===== src/rtl/crtc_pkg.sv =====
package crtc_pkg;
  localparam int unsigned NREGS  = 16;
  localparam int unsigned IDX_W  = 5;
  localparam int unsigned ADDR_W = 14;

  localparam logic [3:0] OFS_INDEX = 4'h4;
  localparam logic [3:0] OFS_DATA  = 4'h5;
  localparam logic [3:0] OFS_CTRL  = 4'h8;
  localparam logic [3:0] OFS_STAT  = 4'hA;

  localparam int unsigned CB_HIRES = 0;
  localparam int unsigned CB_VIDEO = 3;
  localparam int unsigned CB_BLINK = 5;
  localparam logic [7:0]  CTRL_MASK = 8'h29;

  typedef logic [NREGS-1:0][7:0] regfile_t;

  function automatic logic [7:0] rst_val(input int unsigned i);
    case (i)
      0:       return 8'h61;
      1:       return 8'h50;
      2:       return 8'h52;
      3:       return 8'h0F;
      4:       return 8'h19;
      5:       return 8'h06;
      6:       return 8'h19;
      7:       return 8'h19;
      8:       return 8'h02;
      9:       return 8'h0D;
      10:      return 8'h0B;
      11:      return 8'h0C;
      default: return 8'h00;
    endcase
  endfunction
endpackage


===== src/rtl/crtc_host.sv =====
module crtc_host
  import crtc_pkg::*;
(
  input  logic       clk_i,
  input  logic       rst_ni,
  input  logic [3:0] addr_i,
  input  logic       wr_i,
  input  logic       rd_i,
  input  logic [7:0] wdata_i,
  output logic [7:0] rdata_o,
  output logic       ready_o,
  input  logic       de_raw_i,
  input  logic       vsync_i,
  output regfile_t   regs_o,
  output logic       video_en_o,
  output logic       blink_en_o
);
  logic [IDX_W-1:0] idx_q;
  regfile_t         regs_q;
  logic [7:0]       ctrl_q;
  logic             stall;
  logic             idx_ok;

  assign stall   = (wr_i | rd_i) && (addr_i != OFS_CTRL) && !ctrl_q[CB_HIRES];
  assign ready_o = !stall;
  assign idx_ok  = idx_q < IDX_W'(NREGS);

  always_ff @(posedge clk_i or negedge rst_ni) begin
    if (!rst_ni) begin
      idx_q  <= '0;
      ctrl_q <= '0;
      for (int i = 0; i < NREGS; i++) regs_q[i] <= rst_val(i);
    end else if (wr_i && !stall) begin
      case (addr_i)
        OFS_INDEX: idx_q <= wdata_i[IDX_W-1:0];
        OFS_DATA:  if (idx_ok) regs_q[idx_q[3:0]] <= wdata_i;
        OFS_CTRL:  ctrl_q <= wdata_i & CTRL_MASK;
        default: ;
      endcase
    end
  end

  always_comb begin
    rdata_o = '0;
    if (rd_i && !stall) begin
      case (addr_i)
        OFS_INDEX: rdata_o = {{(8-IDX_W){1'b0}}, idx_q};
        OFS_DATA:  rdata_o = idx_ok ? regs_q[idx_q[3:0]] : 8'h00;
        OFS_CTRL:  rdata_o = ctrl_q;
        OFS_STAT:  rdata_o = {4'b0, vsync_i, 2'b0, !de_raw_i};
        default:   rdata_o = '0;
      endcase
    end
  end

  assign regs_o     = regs_q;
  assign video_en_o = ctrl_q[CB_VIDEO];
  assign blink_en_o = ctrl_q[CB_BLINK];

  p_stall_hold_r2: assert property (@(posedge clk_i) disable iff (!rst_ni)
    (wr_i && addr_i != OFS_CTRL && !ctrl_q[CB_HIRES]) |=> ($stable(regs_q) && $stable(idx_q)));

  p_reserved_ignored_r3: assert property (@(posedge clk_i) disable iff (!rst_ni)
    (wr_i && ready_o && addr_i == OFS_DATA && idx_q >= IDX_W'(NREGS)) |=> $stable(regs_q));

  p_ctrl_bit_only_r4: assert property (@(posedge clk_i) disable iff (!rst_ni)
    (wr_i && addr_i == OFS_CTRL) |=> (ctrl_q == ($past(wdata_i) & CTRL_MASK)));
endmodule


===== src/rtl/crtc_timing.sv =====
module crtc_timing #(
  parameter int unsigned H_W      = 8,
  parameter int unsigned ROW_W    = 7,
  parameter int unsigned SL_W     = 5,
  parameter int unsigned VS_LINES = 16
) (
  input  logic             clk_i,
  input  logic             rst_ni,
  input  logic [H_W-1:0]   htot_i,
  input  logic [H_W-1:0]   hdisp_i,
  input  logic [H_W-1:0]   hpos_i,
  input  logic [3:0]       hwid_i,
  input  logic [ROW_W-1:0] vtot_i,
  input  logic [ROW_W-1:0] vdisp_i,
  input  logic [ROW_W-1:0] vpos_i,
  input  logic [SL_W-1:0]  vadj_i,
  input  logic [SL_W-1:0]  maxsl_i,
  output logic [H_W-1:0]   h_cnt_o,
  output logic [ROW_W-1:0] row_o,
  output logic [SL_W-1:0]  sl_o,
  output logic             de_o,
  output logic             hsync_o,
  output logic             vsync_o,
  output logic             row_adv_o,
  output logic             frame_end_o
);
  localparam int unsigned VS_W = $clog2(VS_LINES + 1);

  logic [H_W-1:0]   h_q;
  logic [ROW_W-1:0] row_q;
  logic [SL_W-1:0]  sl_q;
  logic             in_adj_q;
  logic [VS_W-1:0]  vs_q;

  logic line_end, sl_last, row_last, adj_last, frame_end, row_adv, vs_start;

  assign line_end  = h_q >= htot_i;
  assign sl_last   = sl_q >= maxsl_i;
  assign row_last  = row_q >= vtot_i;
  assign adj_last  = ({1'b0, sl_q} + 1'b1) >= {1'b0, vadj_i};
  assign frame_end = line_end && (in_adj_q ? adj_last
                                           : (sl_last && row_last && vadj_i == '0));
  assign row_adv   = line_end && !in_adj_q && sl_last && !row_last;
  assign vs_start  = (row_adv && (row_q + 1'b1) == vpos_i) || (frame_end && vpos_i == '0);

  always_ff @(posedge clk_i or negedge rst_ni) begin
    if (!rst_ni) begin
      h_q      <= '0;
      row_q    <= '0;
      sl_q     <= '0;
      in_adj_q <= 1'b0;
      vs_q     <= '0;
    end else begin
      h_q <= line_end ? '0 : h_q + 1'b1;
      if (line_end) begin
        if (frame_end) begin
          row_q    <= '0;
          sl_q     <= '0;
          in_adj_q <= 1'b0;
        end else if (in_adj_q) begin
          sl_q <= sl_q + 1'b1;
        end else if (sl_last) begin
          sl_q <= '0;
          if (row_last) in_adj_q <= 1'b1;
          else          row_q    <= row_q + 1'b1;
        end else begin
          sl_q <= sl_q + 1'b1;
        end
        if (vs_start)         vs_q <= VS_W'(VS_LINES);
        else if (vs_q != '0)  vs_q <= vs_q - 1'b1;
      end
    end
  end

  assign h_cnt_o     = h_q;
  assign row_o       = row_q;
  assign sl_o        = sl_q;
  assign de_o        = (h_q < hdisp_i) && (row_q < vdisp_i) && !in_adj_q;
  assign hsync_o     = ({1'b0, h_q} >= {1'b0, hpos_i}) &&
                       ({1'b0, h_q} < ({1'b0, hpos_i} + (H_W+1)'(hwid_i)));
  assign vsync_o     = vs_q != '0;
  assign row_adv_o   = row_adv;
  assign frame_end_o = frame_end;

  p_line_wrap_r6: assert property (@(posedge clk_i) disable iff (!rst_ni)
    line_end |=> (h_q == '0));

  p_frame_top_r7: assert property (@(posedge clk_i) disable iff (!rst_ni)
    frame_end |=> (row_q == '0 && sl_q == '0 && !in_adj_q));

  p_vsync_start_r8: assert property (@(posedge clk_i) disable iff (!rst_ni)
    ($rose(vsync_o) && $stable(vpos_i)) |-> (row_q == vpos_i && sl_q == '0 && !in_adj_q && h_q == '0));
endmodule


===== src/rtl/crtc_refresh.sv =====
module crtc_refresh #(
  parameter int unsigned H_W        = 8,
  parameter int unsigned SL_W       = 5,
  parameter int unsigned ADDR_W     = 14,
  parameter int unsigned MA_W       = 12,
  parameter int unsigned BLINK_LOG2 = 3
) (
  input  logic              clk_i,
  input  logic              rst_ni,
  input  logic [H_W-1:0]    h_cnt_i,
  input  logic [SL_W-1:0]   sl_i,
  input  logic              de_i,
  input  logic [H_W-1:0]    hdisp_i,
  input  logic              row_adv_i,
  input  logic              frame_end_i,
  input  logic [ADDR_W-1:0] start_i,
  input  logic [ADDR_W-1:0] cur_i,
  input  logic [SL_W-1:0]   cs_i,
  input  logic [SL_W-1:0]   ce_i,
  input  logic              blink_en_i,
  output logic [MA_W-1:0]   ma_o,
  output logic              cursor_o,
  output logic              blink_o
);
  logic [ADDR_W-1:0]   base_q;
  logic [BLINK_LOG2:0] frame_q;
  logic [ADDR_W-1:0]   ma_full;

  always_ff @(posedge clk_i or negedge rst_ni) begin
    if (!rst_ni) begin
      base_q  <= '0;
      frame_q <= '0;
    end else begin
      if (frame_end_i) begin
        base_q  <= start_i;
        frame_q <= frame_q + 1'b1;
      end else if (row_adv_i) begin
        base_q  <= base_q + ADDR_W'(hdisp_i);
      end
    end
  end

  assign ma_full  = base_q + ADDR_W'(h_cnt_i);
  assign ma_o     = ma_full[MA_W-1:0];
  assign blink_o  = blink_en_i && frame_q[BLINK_LOG2];
  assign cursor_o = de_i && (ma_full == cur_i) && (sl_i >= cs_i) && (sl_i <= ce_i) && !blink_o;

  p_cursor_needs_de_r10: assert property (@(posedge clk_i) disable iff (!rst_ni)
    cursor_o |-> de_i);

  p_frame_base_r9: assert property (@(posedge clk_i) disable iff (!rst_ni)
    frame_end_i |=> (base_q == $past(start_i)));

  p_blink_hides_r11: assert property (@(posedge clk_i) disable iff (!rst_ni)
    blink_o |-> !cursor_o);
endmodule


===== src/rtl/txt_crtc.sv =====
module txt_crtc
  import crtc_pkg::*;
#(
  parameter int unsigned MA_W       = 12,
  parameter int unsigned ROW_W      = 7,
  parameter int unsigned SL_W       = 5,
  parameter int unsigned VS_LINES   = 16,
  parameter int unsigned BLINK_LOG2 = 3
) (
  input  logic             clk_i,
  input  logic             rst_ni,
  input  logic [3:0]       io_addr_i,
  input  logic             io_wr_i,
  input  logic             io_rd_i,
  input  logic [7:0]       io_wdata_i,
  output logic [7:0]       io_rdata_o,
  output logic             io_ready_o,
  output logic             hsync_o,
  output logic             vsync_o,
  output logic             disp_en_o,
  output logic [ROW_W-1:0] row_o,
  output logic [SL_W-1:0]  sl_o,
  output logic [MA_W-1:0]  ma_o,
  output logic             cursor_o,
  output logic             blink_o
);
  localparam int unsigned H_W = 8;

  regfile_t          regs;
  logic              video_en, blink_en;
  logic              de_raw, de_gated, row_adv, frame_end;
  logic [H_W-1:0]    h_cnt;
  logic [ADDR_W-1:0] start_addr, cur_addr;
  logic              unused_bits;

  assign start_addr = {regs[12][5:0], regs[13]};
  assign cur_addr   = {regs[14][5:0], regs[15]};
  assign de_gated   = de_raw && video_en;
  assign disp_en_o  = de_gated;
  assign unused_bits = ^{regs[8], regs[3][7:4], regs[4][7:ROW_W], regs[6][7:ROW_W],
                         regs[7][7:ROW_W], regs[5][7:SL_W], regs[9][7:SL_W],
                         regs[10][7:SL_W], regs[11][7:SL_W], regs[12][7:6], regs[14][7:6]};

  crtc_host u_host (
    .clk_i      (clk_i),
    .rst_ni     (rst_ni),
    .addr_i     (io_addr_i),
    .wr_i       (io_wr_i),
    .rd_i       (io_rd_i),
    .wdata_i    (io_wdata_i),
    .rdata_o    (io_rdata_o),
    .ready_o    (io_ready_o),
    .de_raw_i   (de_raw),
    .vsync_i    (vsync_o),
    .regs_o     (regs),
    .video_en_o (video_en),
    .blink_en_o (blink_en)
  );

  crtc_timing #(.H_W(H_W), .ROW_W(ROW_W), .SL_W(SL_W), .VS_LINES(VS_LINES)) u_timing (
    .clk_i       (clk_i),
    .rst_ni      (rst_ni),
    .htot_i      (regs[0]),
    .hdisp_i     (regs[1]),
    .hpos_i      (regs[2]),
    .hwid_i      (regs[3][3:0]),
    .vtot_i      (regs[4][ROW_W-1:0]),
    .vdisp_i     (regs[6][ROW_W-1:0]),
    .vpos_i      (regs[7][ROW_W-1:0]),
    .vadj_i      (regs[5][SL_W-1:0]),
    .maxsl_i     (regs[9][SL_W-1:0]),
    .h_cnt_o     (h_cnt),
    .row_o       (row_o),
    .sl_o        (sl_o),
    .de_o        (de_raw),
    .hsync_o     (hsync_o),
    .vsync_o     (vsync_o),
    .row_adv_o   (row_adv),
    .frame_end_o (frame_end)
  );

  crtc_refresh #(.H_W(H_W), .SL_W(SL_W), .ADDR_W(ADDR_W), .MA_W(MA_W),
                 .BLINK_LOG2(BLINK_LOG2)) u_refresh (
    .clk_i       (clk_i),
    .rst_ni      (rst_ni),
    .h_cnt_i     (h_cnt),
    .sl_i        (sl_o),
    .de_i        (de_gated),
    .hdisp_i     (regs[1]),
    .row_adv_i   (row_adv),
    .frame_end_i (frame_end),
    .start_i     (start_addr),
    .cur_i       (cur_addr),
    .cs_i        (regs[10][SL_W-1:0]),
    .ce_i        (regs[11][SL_W-1:0]),
    .blink_en_i  (blink_en),
    .ma_o        (ma_o),
    .cursor_o    (cursor_o),
    .blink_o     (blink_o)
  );

  p_video_gate_r4: assert property (@(posedge clk_i) disable iff (!rst_ni)
    !video_en |-> (!disp_en_o && !cursor_o));
endmodule


===== config.mk =====
export PLATFORM = sky130hd
export DESIGN_NAME = txt_crtc
export DESIGN_NICKNAME = d
export VERILOG_FILES = /design/src/rtl/crtc_pkg.sv /design/src/rtl/crtc_host.sv /design/src/rtl/crtc_timing.sv /design/src/rtl/crtc_refresh.sv /design/src/rtl/txt_crtc.sv
export SDC_FILE = /design/constraint.sdc
export NUM_CORES = 1
export LEC_CHECK = 0
export BUFFER_PORTS_ARGS = -buffer_cell sky130_fd_sc_hd__buf_2
export CAP_MARGIN = 25
export CORE_ASPECT_RATIO = 0.75
export CORE_MARGIN = 2
export CORE_UTILIZATION = 45
export DETAILED_ROUTE_END_ITERATION = 10
export GPL_TIMING_DRIVEN = 0
export SLEW_MARGIN = 5
export SYNTH_ARGS = -nofsm -noshare
export SYNTH_HDL_FRONTEND = slang
export SYNTH_HIERARCHICAL = 1
export SYNTH_SLANG_ARGS = --single-unit
export TNS_END_PERCENT = 50

===== constraint.sdc =====
create_clock -name clk_i -period 3.8 [get_ports clk_i]
set_input_delay 0 -clock clk_i [delete_from_list [all_inputs] [get_ports clk_i]]
set_output_delay 0 -clock clk_i [all_outputs]
set_load 0.03 [all_outputs]

==> metrics.md, run 1 <==
| Metric | Value |
|---|---|
| Avg Cell Area, Syn | `11.3 um^2` |
| Clock transition at path regs | `70 ps` |
| Share of the synthesized area in the top cell type | `32.1%` |
| #FFs+latches synth | `180` |
| Post-route ant nets | `0` |
| Hold Crit Class | `primary input to register` |
| Yosys warnings | `6` |
| Tot GR Track Use | `25.9%` |
| Final period utilization | `102%` |
| DRT met1 WL | `16200 um` |
| Maximum vdd ir drop | `0.000357 V` |
| Required time worst endpoint | `3800 ps` |
| Post-synth EDFFs | `0` |
| Critical Path Max Stage Delay | `530 ps` |
| Setup violators final | `1` |
| I/O pins | `54` |
| DRC viols | `0` |
| HPWL Detailed | `25300 um` |
| Full die area | `0.0269 mm^2` |
| Post-synthesis sequential area ratio | `39.4%` |
| First-pass DRT Iterations | `5` |
| WS Path Type | `register to output port` |
| CTS tree | `yes` |
| Core footprint | `0.0251 mm^2` |
| Initial core utilization | `46.0%` |
| Clock share of power | `31.1%` |
| Area Growth Syn to Fin | `13.8%` |
| Fin worst setup slack | `-79.8 ps` |
| Die height | `143 um` |
| Largest net degree at the start of global routing | `103` |
| Wirelength, routed | `33300 um` |
| Overflow after GRT | `0` |
| Worst-Skew Late Latency | `450 ps` |
| # fillers | `2232` |
| Violated checks | `setup timing` |
| Placer Congestion | `0.880` |
| Crit path max fanout | `2` |
| Post-synth top area cell | `dfrtp_1` |
| Syn Nets | `1125` |
| Clock Path Buffers | `2` |
| Static Leak | `5.98 nW` |
| Post-Syn Area | `0.0115 mm^2` |
| Met2 wire length | `13900 um` |
| Pwr per Cell Area | `471 mW/mm^2` |
| Reg power frac | `36.1%` |
| Highest clock rate | `0.258 GHz` |
| Slew headroom | `42.0%` |
| Critical Path AT | `3880 ps` |
| Final Skew | `8.50 ps` |
| DRT iter0 DRCs | `740` |
| Final core occ | `52.3%` |
| Max Cap Violations | `0` |
| PortBufs | `53` |
| Syn Inst Count | `1017` |
| TritonCTS buffer count | `17` |
| Vias/cell | `5.75` |
| Root Buffer | `clkbuf_16` |
| Worst-Margin Slew | `865 ps` |
| Worst path top cell family by delay | `simple AND/OR/NAND/NOR gates` |
| Detail Route met3 WL | `2610 um` |
| Slowest-stage cell, CP | `or4_4` |
| Final net count | `1215` |
| CP endpoint kind | `output port` |
| Pint | `3.93 mW` |
| Sw Share | `36.5%` |
| Total power | `6.18 mW` |
| Startpoint Class | `register` |
| Switching power | `2.26 mW` |
| Total number of vias | `8396` |
| CP Buf/Inv Count | `3` |
| RSZ-0062 raised after global routing | `yes` |
| H-tree depth | `4` |
| Ys async rst share | `100%` |
| Top_reg_cell synth | `dfrtp_1` |
| Routed wire per std cell | `22.8 um` |
| Initial antenna violation count | `3` |
| CP Cell Sequence | `inv_2 > ha_4 > a21o_1 > a21o_1 > a21oi_2 > nor2b_1 > o21ai_2 > a21oi_2 > a211oi_2 > buf_4 > and2_4 > nand4_1 > nor4_2 > nand3_1 > or4_4 > a2111oi_4 > buf_4` |
| First-pass GRT wire length | `51000 um` |
| Row cnt | `50` |
| Final hold vios | `0` |
| Vias in the first global route | `8103` |
| Comb pwr share | `32.8%` |
| Fraction of layout instances using a drive strength above 1 | `32.0%` |
| Chip width | `189 um` |
| Min Clock Period, post-route | `3880 ps` |
| Slew Limit Fails | `0` |
| Area contributors post-synth | `dfrtp_1 (32%), mux2_2 (13%), ha_1 (9.7%), dfstp_2 (7.3%), mux4_2 (6.6%)` |
| Status | `finished with violations` |
| Synth unique cells | `75` |
| Top Layer Used | `met4` |
| # clock sinks | `180` |
==> power by group through the flow <==
stage	Sequential [mW]	Clock [mW]	Combinational (mW)
finish	2.23	1.92	2.03
global route	2.25	2.05	2.23
CTS	2.23	1.96	2.00
detailed placement	2.28	0	1.93
global placement	2.28	0	1.89
floorplan	2.24	0	1.31
==> stage by stage <==
| stage | TNS, ps | instances | hold WS, ps | cell area, um^2 | worst slack [ps] |
|---|---|---|---|---|---|
| global placement | -43210 | 1408 | 383 | 12200 | -811 |
| detailed placement | -1690 | 1409 | 119 | 12300 | -765 |
| CTS | -165 | 1453 | 0.0392 | 13100 | -165 |
| global route | -265 | 1459 | 0.252 | 13100 | -265 |
| finish | -79.8 | 1459 | 7.57 | 13100 | -79.8 |
| floorplan | 0 | 1017 | -296 | 11500 | 168 |
==> cells by family after synthesis <==
group,count (synthesis),synth area share (%)
DFF,180,39.4
muxes,195,22.4
adders and majority gates,92,10.2
buffers and inverters,112,3.86
xor gates and xnor gates,58,4.52
and+or+nand+nor,206,9.77
AOI/OAI and AO/OA,174,9.85
==> layout make-up <==
class / count / area [um^2] / share of cell area, %
multi-input combinational: 725 / 6620 / 50.4
clock buffer: 18 / 429 / 3.27
buffer: 35 / 158 / 1.20
inverter: 76 / 289 / 2.20
sequential: 180 / 4550 / 34.7
antenna: 1 / 2.50 / 0.0191
clock inverter: 14 / 201 / 1.53
timing repair buffer: 72 / 453 / 3.45
tap: 338 / 423 / 3.22
==> worst paths after layout <==
kind / depth (start not counted) / start / slack, ps / endpoint
max in group asynchronous: 3 / rst_ni / 2670 / u_host/regs_o[14]$_DFFE_PN1P_
min: 2 / io_wdata_i[2] / 8 / u_host/regs_o[122]$_DFFE_PN0P_
max: 17 / u_host/regs_o[9]$_DFFE_PN0P_ / -80 / cursor_o
min reg2reg: 1 / u_refresh/frame_q[2]$_DFFE_PN0P_ / 480 / u_refresh/frame_q[2]$_DFFE_PN0P_
max reg2reg: 11 / u_timing/row_o[5]$_DFFE_PN0P_ / 240 / u_refresh/base_q[11]$_DFFE_PN0P_
min in group asynchronous: 2 / rst_ni / 210 / u_timing/sl_o[3]$_DFFE_PN0N_
==> Yosys cell counts (all sizes together) (3+ instances only) <==
cell	n
a2111oi	3
a211oi	10
a21boi	3
a21o	21
a21oi	38
a22o	4
a22oi	5
a31oi	8
and2	6
and3	6
buf	12
clkbuf	24
dfrtp	148
dfstp	32
fa	3
ha	89
inv	76
mux2	142
mux2i	19
mux4	34
nand2	52
nand2b	14
nand3	22
nand4	3
nor2	37
nor2b	18
nor3	10
nor3b	5
nor4	9
o211ai	5
o21a	7
o21ai	50
o21bai	4
o22ai	6
or2	4
or3	4
or4	5
xnor2	34
xor2	23
==> flip-flops by register name, summed over array words and instances (netlist names) <==
signal / cells
u_timing/h_cnt_o: 8
u_refresh/frame_q: 4
u_host/idx_q: 5
u_timing/in_adj_q: 1
u_refresh/base_q: 14
u_host/ctrl_q: 3
u_host/regs_o: 128
u_timing/vs_q: 5
u_timing/sl_o: 5
u_timing/row_o: 7
==> placed cells by master (no fill, tap or decap), types with 34 or more instances in the layout <==
cell | synthesis | routed
ha_1 | 89 | 87
nor2_1 | 35 | 35
dfrtp_1 | 148 | 142
nand2_1 | 52 | 52
mux2_2 | 134 | 134
mux4_2 | 34 | 34
buf_2 | 8 | 59
o21ai_0 | 40 | 38
xnor2_1 | 34 | 34
inv_1 | 76 | 73
==> metal layers <==
layer / vias to the layer above / GRT usage (%)
li1: 3874 / -
met1: 4226 / 38.5
met2: 264 / 37.3
met3: 32 / 6.54
met4: 0 / 7.48
met5: - / 0
==> timing repair <==
item | in CTS | in global routing
hold buffers | 6 | 0
setup endpoints to repair | 5 | 7
pin swaps | 12 | 3
resized for setup | 18 | 8
hold endpoints to repair | 120 | 0
buffers inserted | 7 | 4
No activity file was read; power rests on OpenSTA's default activity.
==> run 2: changes to the inputs <==
Settings changed: CTS_BUF_LIST set to sky130_fd_sc_hd__clkbuf_4 sky130_fd_sc_hd__clkbuf_8 sky130_fd_sc_hd__clkbuf_16.
==> run 2 against run 1 <==
Effect of this change:
- the flow still finishes with violations (setup timing)
- clock skew grew 0.57 ps
- flip-flop and latch count is the same
- die area is the same
- fmax grew 0.57%
- worst setup slack gained 22 ps
- utilization is essentially flat
- critical path type unchanged
==> metrics.md, run 2 (synthesis results as in run 1) <==
| Metric | Value |
|---|---|
| Row cnt | `50 (unchanged)` |
| Pwr per Cell Area | `472 mW/mm^2 (+0.16%)` |
| Critical Path AT | `3860 ps (-20 ps)` |
| Flop2flop setup slack | `210 ps (-30 ps)` |
| Critical Path Max Stage Delay | `530 ps (about the same)` |
| Leading cell type in the layout, fill and taps excluded | `dfrtp_1` |
| Most frequent cells in the layout | `dfrtp_1 (142), mux2_2 (134), ha_1 (87)` |
| DRT iter0 DRCs | `679 (-8.2%)` |
| Worst-Skew Late Latency | `450 ps (about the same)` |
| Largest net degree at the start of global routing | `103 (unchanged)` |
| Final period utilization | `102% (-0.58 points)` |
| Clock Path Buffers | `2 (unchanged)` |
| Final Skew | `9.06 ps (+0.567 ps)` |
| Max Cap Violations | `0 (unchanged)` |
| Static Leak | `5.99 nW (about the same)` |
| Vias in the first global route | `8102 (-0.012%)` |
| Area Growth Syn to Fin | `13.9% (about the same)` |
| Final core occ | `52.4% (about the same)` |
| First-pass DRT Iterations | `5 (unchanged)` |
| Clock transition at path regs | `70 ps (about the same)` |
| CP endpoint kind | `output port` |
| Final net count | `1215 (unchanged)` |
| Tot GR Track Use | `26.0% (about the same)` |
| Setup TNS | `-57.9 ps (+21.9 ps)` |
| First-pass GRT wire length | `51000 um (about the same)` |
| WS Path Type | `register to output port` |
| # clock sinks | `180 (unchanged)` |
| Routed wire per std cell | `22.9 um (+0.20%)` |
| DRC viols | `0 (unchanged)` |
| PortBufs | `53 (unchanged)` |
| Wirelength, routed | `33400 um (+0.20%)` |
| Design area | `0.0131 mm^2 (about the same)` |
| Required time worst endpoint | `3800 ps (about the same)` |
| # fillers | `2231 (-0.045%)` |
| Initial core utilization | `46.0% (unchanged)` |
| Fraction of layout instances using a drive strength above 1 | `32.1% (+0.089 points)` |
| Chip width | `189 um (unchanged)` |
| Cell Area, Placed | `0.0123 mm^2 (unchanged)` |
| CP Cell Sequence | `inv_2 > ha_4 > a21o_1 > a21o_1 > a21oi_2 > nor2b_1 > o21ai_2 > a21oi_2 > a211oi_2 > buf_4 > and2_4 > nand4_1 > nor4_2 > nand3_1 > or4_4 > a2111oi_4 > buf_4` |
| Startpoint Class | `register` |
| Violated checks | `setup timing` |
| CTS tree | `yes` |
| Fin worst setup slack | `-57.9 ps (+21.9 ps)` |
| Crit path max fanout | `2 (unchanged)` |
| Slowest-stage cell, CP | `or4_4` |
| Final hold vios | `0 (unchanged)` |
| Status | `finished with violations` |
| Setup WS pre-CTS | `-765 ps (unchanged)` |
| Post-route ant nets | `0 (unchanged)` |
| I/O pins | `54 (unchanged)` |
| Initial antenna violation count | `3 (unchanged)` |
| H-tree depth | `4 (unchanged)` |
| Slew headroom | `42.2% (+0.23 points)` |
| Maximum vdd ir drop | `0.000355 V (-0.40%)` |
| Setup violators final | `1 (unchanged)` |
| Root Buffer | `clkbuf_16` |
| Full die area | `0.0269 mm^2 (unchanged)` |
| Overflow after GRT | `0 (unchanged)` |
| Vias/cell | `5.79 (+0.62%)` |
| Placer Congestion | `0.880 (unchanged)` |
| HPWL Detailed | `25300 um (unchanged)` |
| Min Clock Period, post-route | `3860 ps (-21.9 ps)` |
| Total power | `6.19 mW (+0.19%)` |
| Total number of vias | `8448 (+0.62%)` |
| Worst-Margin Slew | `859 ps (-6.20 ps)` |
| RSZ-0062 raised after global routing | `yes` |
| Max reg flops | `128 (unchanged)` |
| Hold Crit Class | `primary input to register` |
| Highest clock rate | `0.259 GHz (+0.57%)` |
| Die height | `143 um (unchanged)` |
| TritonCTS buffer count | `17 (unchanged)` |
| Core footprint | `0.0251 mm^2 (unchanged)` |
| Slew Limit Fails | `0 (unchanged)` |
## run 2: cell counts in the layout (fill, tap and decap cells not counted)
Identical to the previous run, type by type.
## run 2: cell type report
type                       instances  area, um^2  share of cell area (%)
multi-input combinational        725        6620                    50.4
clock inverter                    14         201                    1.53
buffer                            35         158                    1.20
tap                              338         423                    3.22
inverter                          76         289                    2.20
timing repair buffer              72         453                    3.45
antenna                            1        2.50                  0.0191
clock buffer                      18         433                    3.30
sequential                       180        4550                    34.7
## run 2: where the power goes
part / internal, mW / total [mW] / switching (mW) / leakage [nW]
clock: 1.12 / 1.93 / 0.814 / 0.299
combinational: 0.750 / 2.03 / 1.28 / 3.33
sequential: 2.07 / 2.23 / 0.165 / 2.35
total: 3.93 / 6.19 / 2.26 / 5.99
## run 2: per-stage QoR
step                std cells  hold slack (ps)
floorplan                1017             -296
global placement         1408              383
detailed placement       1409              119
CTS                      1453           0.0392
global route             1459            0.252
finish                   1459             2.94
## run 2: worst paths after layout
kind | startpoint | end | cells after the start
setup / recovery | u_host/regs_o[9]$_DFFE_PN0P_ | cursor_o | 17
hold / removal | io_wdata_i[2] | u_host/regs_o[122]$_DFFE_PN0P_ | 2
setup reg to reg | u_timing/row_o[5]$_DFFE_PN0P_ | u_refresh/base_q[11]$_DFFE_PN0P_ | 11
hold reg to reg | u_refresh/frame_q[2]$_DFFE_PN0P_ | u_refresh/frame_q[2]$_DFFE_PN0P_ | 1
max in group asynchronous | rst_ni | u_host/regs_o[14]$_DFFE_PN1P_ | 3
min in group asynchronous | rst_ni | u_timing/sl_o[3]$_DFFE_PN0N_ | 2
## run 2: per-layer routing
metal | vias up | track usage [%] | share of wire, %
li1 | 3875 | - | -
met1 | 4297 | 38.5 | 49
met2 | 242 | 37.3 | 42
met3 | 34 | 6.54 | 7.1
met4 | 0 | 7.48 | 1.8
met5 | - | 0 | 0
## run 2: critical path: cells and delay by family, from the launching register on
kind,cells,cell delay (ps)
buf+inv,3,470
compound gates,7,1060
simple gates,6,1300
fa+ha+maj,1,190
flops,1,410
## run 2: what timing repair did
item / in CTS / in global routing
endpoints found under the hold margin: 120 / 0
hold buffers: 6 / 0
pin swaps: 12 / 3
setup buffers: 7 / 4
setup endpoints to repair: 5 / 7
resized for setup: 18 / 8
